===== config.mk =====
export PLATFORM = sky130hd
export DESIGN_NAME = ca_lattice_core
export DESIGN_NICKNAME = d
export VERILOG_FILES = /design/src/rtl/ca_lattice_pkg.sv /design/src/rtl/ca_cell.sv /design/src/rtl/ca_ctrl.sv /design/src/rtl/ca_lattice.sv /design/src/rtl/ca_lattice_core.sv
export SDC_FILE = /design/constraint.sdc
export NUM_CORES = 1
export LEC_CHECK = 0
export CELL_PAD_IN_SITES_DETAIL_PLACEMENT = 1
export CELL_PAD_IN_SITES_GLOBAL_PLACEMENT = 2
export CORE_MARGIN = 3
export CORE_UTILIZATION = 28
export CTS_CLUSTER_SIZE = 14
export DETAILED_ROUTE_END_ITERATION = 10
export PLACE_DENSITY = 0.68
export SETUP_SLACK_MARGIN = 0.3
export SLEW_MARGIN = 20
export SYNTH_ARGS = -nofsm -noshare
export SYNTH_HDL_FRONTEND = slang
export SYNTH_SLANG_ARGS = --single-unit

===== constraint.sdc =====
create_clock -name clk -period 3.8 [get_ports clk]
set_clock_uncertainty 0.05 [all_clocks]
set_input_delay 0.57 -clock clk [delete_from_list [all_inputs] [get_ports clk]]
set_output_delay 0.57 -clock clk [all_outputs]
set_load 0.05 [all_outputs]

===== src/rtl/ca_lattice_pkg.sv =====
package ca_lattice_pkg;

  typedef enum logic [1:0] {ST_IDLE, ST_RUN, ST_HOLD, ST_DONE} ca_state_e;

  // Life transition: birth on 3, survival on 2 or 3
  function automatic logic life_next(input logic self, input logic [7:0] nb);
    int unsigned live;
    live = 0;
    for (int i = 0; i < 8; i++) live += int'(nb[i]);
    return (live == 3) || (self && live == 2);
  endfunction

endpackage


===== src/rtl/ca_cell.sv =====
module ca_cell
  import ca_lattice_pkg::*;
(
  input  logic       clk,
  input  logic       rst,
  input  logic       rule_en,
  input  logic       north_en,
  input  logic       north_bit,
  input  logic [7:0] nb,
  output logic       q
);
  always_ff @(posedge clk) begin
    if (rst)           q <= 1'b0;
    else if (rule_en)  q <= life_next(q, nb);
    else if (north_en) q <= north_bit;
  end
endmodule


===== src/rtl/ca_ctrl.sv =====
module ca_ctrl
  import ca_lattice_pkg::*;
#(
  parameter int CNT_W = 16
) (
  input  logic             clk,
  input  logic             rst,
  input  logic             cmd_load,
  input  logic             cmd_read,
  input  logic             cmd_start,
  input  logic             step_mode,
  input  logic             cmd_continue,
  input  logic             cmd_stop,
  input  logic [CNT_W-1:0] n_iter,
  output logic             iter_en,
  output logic             shift_en,
  output logic             load_sel,
  output logic             busy,
  output logic             done,
  output logic             waiting,
  output logic [CNT_W-1:0] iter_count
);
  ca_state_e        state_q;
  logic [CNT_W-1:0] cnt_q, target_q;
  logic             step_q;
  logic [CNT_W-1:0] cnt_inc;

  assign cnt_inc = cnt_q + 1'b1;

  always_ff @(posedge clk) begin
    if (rst) begin
      state_q  <= ST_IDLE;
      cnt_q    <= '0;
      target_q <= '0;
      step_q   <= 1'b0;
    end else begin
      case (state_q)
        ST_IDLE: if (!cmd_load && !cmd_read && cmd_start) begin
          target_q <= n_iter;
          step_q   <= step_mode;
          cnt_q    <= '0;
          state_q  <= (n_iter == '0) ? ST_DONE : ST_RUN;
        end
        ST_RUN: if (cmd_stop) state_q <= ST_IDLE;
          else begin
            cnt_q <= cnt_inc;
            if (cnt_inc == target_q) state_q <= ST_DONE;
            else if (step_q)         state_q <= ST_HOLD;
          end
        ST_HOLD: if (cmd_stop) state_q <= ST_IDLE;
          else if (cmd_continue) state_q <= ST_RUN;
        default: if (cmd_stop) state_q <= ST_IDLE;
      endcase
    end
  end

  assign iter_en    = (state_q == ST_RUN) && !cmd_stop;
  assign shift_en   = (state_q == ST_IDLE) && (cmd_load || cmd_read);
  assign load_sel   = cmd_load;
  assign busy       = (state_q == ST_RUN) || (state_q == ST_HOLD);
  assign done       = (state_q == ST_DONE);
  assign waiting    = (state_q == ST_HOLD);
  assign iter_count = cnt_q;
endmodule


===== src/rtl/ca_lattice.sv =====
module ca_lattice #(
  parameter int ROWS     = 8,
  parameter int COLS     = 8,
  parameter bit PERIODIC = 1'b1
) (
  input  logic                 clk,
  input  logic                 rst,
  input  logic                 iter_en,
  input  logic                 shift_en,
  input  logic                 load_sel,
  input  logic [COLS-1:0]      row_in,
  output logic [ROWS*COLS-1:0] grid
);
  localparam int CELLS = ROWS * COLS;
  localparam int BOT   = (ROWS - 1) * COLS;

  for (genvar r = 0; r < ROWS; r++) begin : g_row
    for (genvar c = 0; c < COLS; c++) begin : g_col
      logic [7:0] nb;
      logic       north;

      for (genvar j = 0; j < 8; j++) begin : g_nb
        localparam int K  = (j < 4) ? j : j + 1;
        localparam int RR = r + K / 3 - 1;
        localparam int CC = c + K % 3 - 1;
        localparam bit INSIDE = (RR >= 0) && (RR < ROWS) && (CC >= 0) && (CC < COLS);
        localparam int RW = (RR + ROWS) % ROWS;
        localparam int CW = (CC + COLS) % COLS;
        if (PERIODIC || INSIDE) begin : g_live
          assign nb[j] = grid[RW*COLS + CW];
        end else begin : g_zero
          assign nb[j] = 1'b0;
        end
      end

      if (r == 0) begin : g_top
        assign north = load_sel ? row_in[c] : grid[BOT + c];
      end else begin : g_inner
        assign north = grid[(r-1)*COLS + c];
      end

      ca_cell u_cell (
        .clk       (clk),
        .rst       (rst),
        .rule_en   (iter_en),
        .north_en  (shift_en),
        .north_bit (north),
        .nb        (nb),
        .q         (grid[r*COLS + c])
      );
    end
  end

  if (CELLS < 9) begin : g_size_guard
    initial $display("ca_lattice: small lattice, neighbours may alias");
  end
endmodule


===== src/rtl/ca_lattice_core.sv =====
module ca_lattice_core #(
  parameter int ROWS     = 8,
  parameter int COLS     = 8,
  parameter int CNT_W    = 16,
  parameter bit PERIODIC = 1'b1
) (
  input  logic             clk,
  input  logic             rst,
  input  logic             cmd_load,
  input  logic             cmd_read,
  input  logic             cmd_start,
  input  logic             step_mode,
  input  logic             cmd_continue,
  input  logic             cmd_stop,
  input  logic [CNT_W-1:0] n_iter,
  input  logic [COLS-1:0]  row_in,
  output logic [COLS-1:0]  row_out,
  output logic             busy,
  output logic             done,
  output logic             waiting,
  output logic [CNT_W-1:0] iter_count
);
  localparam int BOT = (ROWS - 1) * COLS;

  logic                 iter_en, shift_en, load_sel;
  logic [ROWS*COLS-1:0] grid;

  ca_ctrl #(.CNT_W(CNT_W)) u_ctrl (
    .clk          (clk),
    .rst          (rst),
    .cmd_load     (cmd_load),
    .cmd_read     (cmd_read),
    .cmd_start    (cmd_start),
    .step_mode    (step_mode),
    .cmd_continue (cmd_continue),
    .cmd_stop     (cmd_stop),
    .n_iter       (n_iter),
    .iter_en      (iter_en),
    .shift_en     (shift_en),
    .load_sel     (load_sel),
    .busy         (busy),
    .done         (done),
    .waiting      (waiting),
    .iter_count   (iter_count)
  );

  ca_lattice #(.ROWS(ROWS), .COLS(COLS), .PERIODIC(PERIODIC)) u_lat (
    .clk      (clk),
    .rst      (rst),
    .iter_en  (iter_en),
    .shift_en (shift_en),
    .load_sel (load_sel),
    .row_in   (row_in),
    .grid     (grid)
  );

  assign row_out = grid[BOT +: COLS];
endmodule


Word-level counts from Yosys, hierarchy flattened --
Cells that the tools add are included. Widths: inputs -> output; s select.
Cells by class: $add $sub $neg 449, reductions and logical operators 145, muxes and demuxes 148, equality and inequality tests 136
Operators by type and width (count):
- $eq 8x2->1 const B | 128
- $add 7x1->8 | 64
- $add 6x1->7 | 64
- $add 5x1->6 | 64
- $add 4x1->5 | 64
- $add 3x1->4 | 64
- $add 2x1->3 | 64
- $mux 1 | 136
- $add 1x1->2 | 64
- $logic_and 1x1->1 | 68
- $logic_or 1x1->1 | 66
- $mux 16 | 2
- $pmux 16 s2 | 1
- $add 16x1->16 const B | 1
- $eq 16x16->1 | 1
- $logic_not 16->1 | 1
- $mux 2 | 8
- $pmux 2 s3 | 1
- $eq 2x2->1 const B | 2
- $ne 4x2->1 const B | 1
- $reduce_and 4->1 | 1
- $reduce_bool 2->1 | 2
- $reduce_bool 4->1 | 1
- $logic_not 1->1 | 3
- other kinds (7) | 7
Storage, ports and cells: word-level logic and storage cells 946, input port bits 32, flip-flop bits (word level) 99, output and inout port bits 27

Logic depth before layout (Yosys ltp) --
depth in word-level cells 11, mapped depth 11, gate-level depth less buffers 11

Cells and area by module --
A second synthesis with hierarchy kept.
Second synthesis, totals: cell total of the unflattened synthesis 2126, area total of the unflattened synthesis 17708.2 µm²
Modules (own cells, without submodules):
- ca_cell (u_lat.g_row[2].g_col[3].u_cell ...) | area each 231.5 µm², seq. area each 20.0 µm², instances 33, cells each 27
- ca_cell (u_lat.g_row[0].g_col[0].u_cell ...) | area each 234.0 µm², seq. area each 20.0 µm², instances 31, cells each 28
- ca_ctrl | area each 2264.7 µm², seq. area each 700.7 µm², instances 1, cells each 302
- ca_lattice | area each 551.8 µm², seq. area each 0.0 µm², instances 1, cells each 65

Least setup slack after synthesis --
Ideal clock, no wire load.
kind reg-to-reg, start register u_lat.g_row[3].g_col[7].u_cell.q, end register u_lat.g_row[3].g_col[0].u_cell.q, setup time 0.114 ns, data arrival time 3.304 ns, path buffers 0, stages on the path, launching flop included 11, slack 0.331 ns, clock period less this slack 3.469 ns, data required time 3.636 ns, cells stage by stage dfxtp_1 -> inv_1 -> fa_1 -> fa_1 -> fa_1 -> inv_1 -> ha_1 -> fa_1 -> o21ai_0 -> a21oi_1 -> a2111oi_0
On the way: cells in the longest elaborated chain, start to end 9, elaborated cells on any way between the ends 10, classes of those cells add/sub (5); eq/ne (2); mux (1); reduce/logical (2)
Ends and longest elaborated chain:
- start: declaration | line ca_cell.sv:10 | output logic q
- start signal: assignment | line ca_cell.sv:14 | else if (rule_en) q <= life_next(q, nb);
- start signal: assignment | line ca_cell.sv:15 | else if (north_en) q <= north_bit;
- $add 3x1->4 (*) | line ca_lattice_pkg.sv:9 | for (int i = 0; i < 8; i++) live += int'(nb[i]);
- $add 4x1->5 (*) | line ca_lattice_pkg.sv:9
- $add 5x1->6 (*) | line ca_lattice_pkg.sv:9
- $add 6x1->7 (*) | line ca_lattice_pkg.sv:9
- $add 7x1->8 (*) | line ca_lattice_pkg.sv:9
- $eq 8x2->1 | line ca_lattice_pkg.sv:10 | return (live == 3) || (self && live == 2);
- $logic_and 1x1->1 | line ca_lattice_pkg.sv:10
- $logic_or 1x1->1 (*) | line ca_lattice_pkg.sv:10
- $mux 1 (*) | line ca_cell.sv:14
- end signal: assignment | line ca_cell.sv:14
- end signal: assignment | line ca_cell.sv:15
- end: declaration | line ca_cell.sv:10
Every way passes the cells marked *; elsewhere a longest branch is shown, timed or not. A chain may end at the register's enable or synchronous reset.

Worst setup path after layout --
start register u_lat.g_row[2].g_col[6].u_cell.q, end register u_lat.g_row[2].g_col[7].u_cell.q
On the way: cells in the longest elaborated chain, start to end 9, elaborated cells on any way between the ends 10, classes of those cells add/sub (5); eq/ne (2); mux (1); reduce/logical (2)
Ends and longest elaborated chain (line):
- start: declaration | ca_cell.sv:10
- start signal: assignment | ca_cell.sv:14
- start signal: assignment | ca_cell.sv:15
- $add 3x1->4 (*) | ca_lattice_pkg.sv:9
- $add 4x1->5 (*) | ca_lattice_pkg.sv:9
- $add 5x1->6 (*) | ca_lattice_pkg.sv:9
- $add 6x1->7 (*) | ca_lattice_pkg.sv:9
- $add 7x1->8 (*) | ca_lattice_pkg.sv:9
- $eq 8x2->1 | ca_lattice_pkg.sv:10
- $logic_and 1x1->1 | ca_lattice_pkg.sv:10
- $logic_or 1x1->1 (*) | ca_lattice_pkg.sv:10
- $mux 1 (*) | ca_cell.sv:14
- end signal: assignment | ca_cell.sv:14
- end signal: assignment | ca_cell.sv:15
- end: declaration | ca_cell.sv:10
Marks and branches as above.

==> results.sh <==
export IMPL_path_class="flop to flop"
export IMPL_drive_above_1_share_pct=24.87
export IMPL_rows=83
export IMPL_cts_tree="yes"
export IMPL_hold_buffers=0
export IMPL_antenna_found_initial=1
export IMPL_track_usage_pct=17.74
export IMPL_yosys_warnings=0
export IMPL_fill_cells=5941
export IMPL_avgSynthCellArea_um2=9.478
export IMPL_vias_per_cell=4.946
export IMPL_cp_max_fo=6
export IMPL_nets=2232
export IMPL_wl_met3_um=1703
export IMPL_reg2reg_depth=11
export IMPL_insertion_delay_ns=0.41
export IMPL_die_area_um2=55460
export IMPL_crit_arrival_ns=3.82
export IMPL_holdWs_ns=0.4232
export IMPL_coreArea_um2=51720
export IMPL_postSynthCellCount=1556
export IMPL_gp_congestion=0.7852
export IMPL_hold_path_class="flop to flop"
export IMPL_placed_cells=2316
export IMPL_die_y_um=235.5
export IMPL_worstMarginPinSlew_ns=0.8866
export IMPL_period_share_pct=94.38
export IMPL_yosysSeqAreaShare_pct=13.44
export IMPL_final_area_um2=18600
export IMPL_required_ns=4.03
export IMPL_min_from="u_ctrl.target_q[0]"
export IMPL_h_tree_depth=3
export IMPL_vias=12030
export IMPL_slew_headroom_pct=40.89
export IMPL_numCtsBuffers=9
export IMPL_synth_area_top_cells="fa_1 35%, ha_1 17%, dfxtp_1 13%, inv_1 8.3%, a21oi_1 5.5%"
export IMPL_routed_wl_met2_um=24380
export IMPL_synth_area_um2=14750
export IMPL_synthDistinctLibCells=48
export IMPL_placed_cell_area_um2=16630
export IMPL_cts_root_buf="clkbuf_16"
export IMPL_synth_top_cell_by_area="fa_1"
export IMPL_initial_core_util_pct=28.52
export IMPL_cp_end_kind="flop"
export IMPL_status="completed"
export IMPL_drv_slew=0
export IMPL_grt_pass1_wl_um=77160
export IMPL_worst_setup_path_start_kind="flop"
export IMPL_finalCriticalPeriod_ns=3.587
export IMPL_cap_viol_max_count=0
export IMPL_rr_endpoint="u_lat.g_row[2].g_col[7].u_cell.q"
export IMPL_rr_startpoint="u_lat.g_row[2].g_col[6].u_cell.q"
export IMPL_cts_sinks=99
export IMPL_first_pass_iters=4
export IMPL_drc=0
export IMPL_final_cell_count_no_fill=2433
export IMPL_syn_nets=2040
export IMPL_synth_seq_cells=99
export IMPL_postRouteAntennaNets=0
export IMPL_die_w_um=235.5
export IMPL_whs_endpoint="u_ctrl.target_q[0]"
export IMPL_drt_iter0_drc=413
export IMPL_ctsLongestPathBuffers=2
export IMPL_areaGrowthSynthToFinish_pct=26.10
export IMPL_grt_max_degree=70
export IMPL_port_buffers=58
export IMPL_io_pins=59
export IMPL_hold_viol_final=0
export IMPL_grt_pass1_vias=13650
export IMPL_max_freq_mhz=278.8
export IMPL_dr_max_layer_used="met5"
export IMPL_fin_util_pct=35.96
export IMPL_whs_path_depth=2
export IMPL_synth_top_area_share_pct=34.61
export IMPL_routedWlPerCell_um=19.80
export IMPL_reg2reg_slack_ns=0.21
export IMPL_wl_met1_um=21340
export IMPL_clk_pin_slew_worst_paths_ns=0.09
export IMPL_drt_wl_total_um=48180
export IMPL_diodes=0
export IMPL_hpwl_um=36160
export IMPL_grt_setup_unrepaired="yes"
export IMPL_grt_ovfl_total=0
export IMPL_setup_viol_count_final=0
## worst max path at each step
| stage | from | to | cells after the start |
|---|---|---|---|
| floorplan | u_lat.g_row[3].g_col[7].u_cell.q | u_lat.g_row[3].g_col[0].u_cell.q | 10 |
| global placement | u_lat.g_row[2].g_col[4].u_cell.q | u_lat.g_row[2].g_col[3].u_cell.q | 10 |
| detailed placement | u_lat.g_row[2].g_col[4].u_cell.q | u_lat.g_row[2].g_col[3].u_cell.q | 10 |
| CTS | u_lat.g_row[6].g_col[7].u_cell.q | u_lat.g_row[5].g_col[7].u_cell.q | 12 |
| global route | u_lat.g_row[2].g_col[6].u_cell.q | u_lat.g_row[1].g_col[5].u_cell.q | 11 |
| finish | u_lat.g_row[2].g_col[6].u_cell.q | u_lat.g_row[2].g_col[7].u_cell.q | 11 |
## stage by stage
step / worst slack, ns / setup TNS [ns]
after floorplan: 0.3314 / 0
after global placement: 0.1342 / 0
after detailed placement: -0.06103 / -0.08599
after CTS: 0.2197 / 0
after global routing: 0.1214 / 0
final: 0.2134 / 0
## cell type report
class                   count  area (um^2)  area share (%)
inverters                 327         1321           7.105
clock buffers              10        239.0           1.285
well taps                 680        850.8           4.575
repair buffers            242         2221           11.94
clock inverters             6        78.83          0.4239
multi-input cells        1069        11840           63.68
flip-flops and latches     99         2044           10.99
## registers in the layout, summed over array words and instances (netlist names)
name,flops
u_ctrl.target_q,16
u_lat.g_row.g_col.u_cell.q,64
u_ctrl.state_q,2
u_ctrl.iter_count,16
u_ctrl.step_q,1
## layer usage
layer  vias to the layer above  track usage [%]
met5                         -                0
met4                         2            3.263
met3                        43            2.835
met2                       147            31.40
met1                      6202            23.01
li1                       5640                -
## cells in the final DEF, fill, tap and decap left out, types with 15 or more instances in the layout
| cell | synthesis | layout |
|---|---|---|
| clkinvlp_4 | 0 | 21 |
| dfxtp_1 | 99 | 63 |
| nor2_1 | 31 | 30 |
| a211oi_1 | 64 | 64 |
| nand2_1 | 53 | 53 |
| o21ai_0 | 79 | 23 |
| clkdlybuf4s50_1 | 0 | 57 |
| fa_1 | 255 | 211 |
| o21ai_2 | 0 | 15 |
| nand3_1 | 71 | 71 |
| buf_6 | 0 | 23 |
| dfxtp_2 | 0 | 29 |
| a21oi_1 | 163 | 161 |
| ha_2 | 0 | 32 |
| buf_4 | 9 | 148 |
| inv_1 | 327 | 279 |
| a2111oi_2 | 0 | 42 |
| inv_2 | 0 | 21 |
| ha_1 | 197 | 162 |
| fa_2 | 0 | 44 |
| o21ai_1 | 0 | 41 |
## synthesized netlist by cell type, drive strengths merged
cell type / count
inv: 327
fa: 255
ha: 197
a21oi: 163
dfxtp: 99
o21ai: 79
nand3: 73
a2111oi: 64
a211oi: 64
nand2: 53
clkbuf: 36
nor2: 31
buf: 25
xnor2: 14
mux2i: 10
xor2: 7
a311oi: 6
nand4: 6
nor3: 6
nor4: 6
a31oi: 5
and3: 5
nor2b: 4
or3: 3
nand2b: 2
o21a: 2
or4: 2
a21boi: 1
a221oi: 1
a31o: 1
a32o: 1
and4: 1
mux2: 1
nand4b: 1
nor3b: 1
nor4b: 1
o211ai: 1
o22ai: 1
or3b: 1
## what timing repair did
action,CTS,global route
setup buffers,72,29
gates resized for setup,214,152
pin swaps,117,139
endpoints found under the setup margin,60,64
## logic make-up (layout without fill, tap and decap cells)
group           count (synthesis)  after routing  synth area share (%)
buf+inv                       388            585                 10.23
simple gates                  196            196                 6.685
mux                            11             11                0.7551
xor+xnor                       21             21                 1.247
flops                          99             99                 13.44
compound gates                389            389                 16.31
fa+ha+maj                     452            452                 51.33
## critical path, stage by stage (launching register included)
cell        delay [ns]
dfxtp_2           0.36
clkinvlp_4        0.16
buf_4             0.17
buf_6             0.11
fa_1              0.55
fa_1              0.44
fa_1              0.49
inv_1             0.04
ha_2              0.19
fa_2              0.52
a21oi_1           0.05
a2111oi_0         0.32
Power is left out: the tool's default activity adds up to more than one toggle a clock period on the data nets, which glitch-free logic cannot reach.
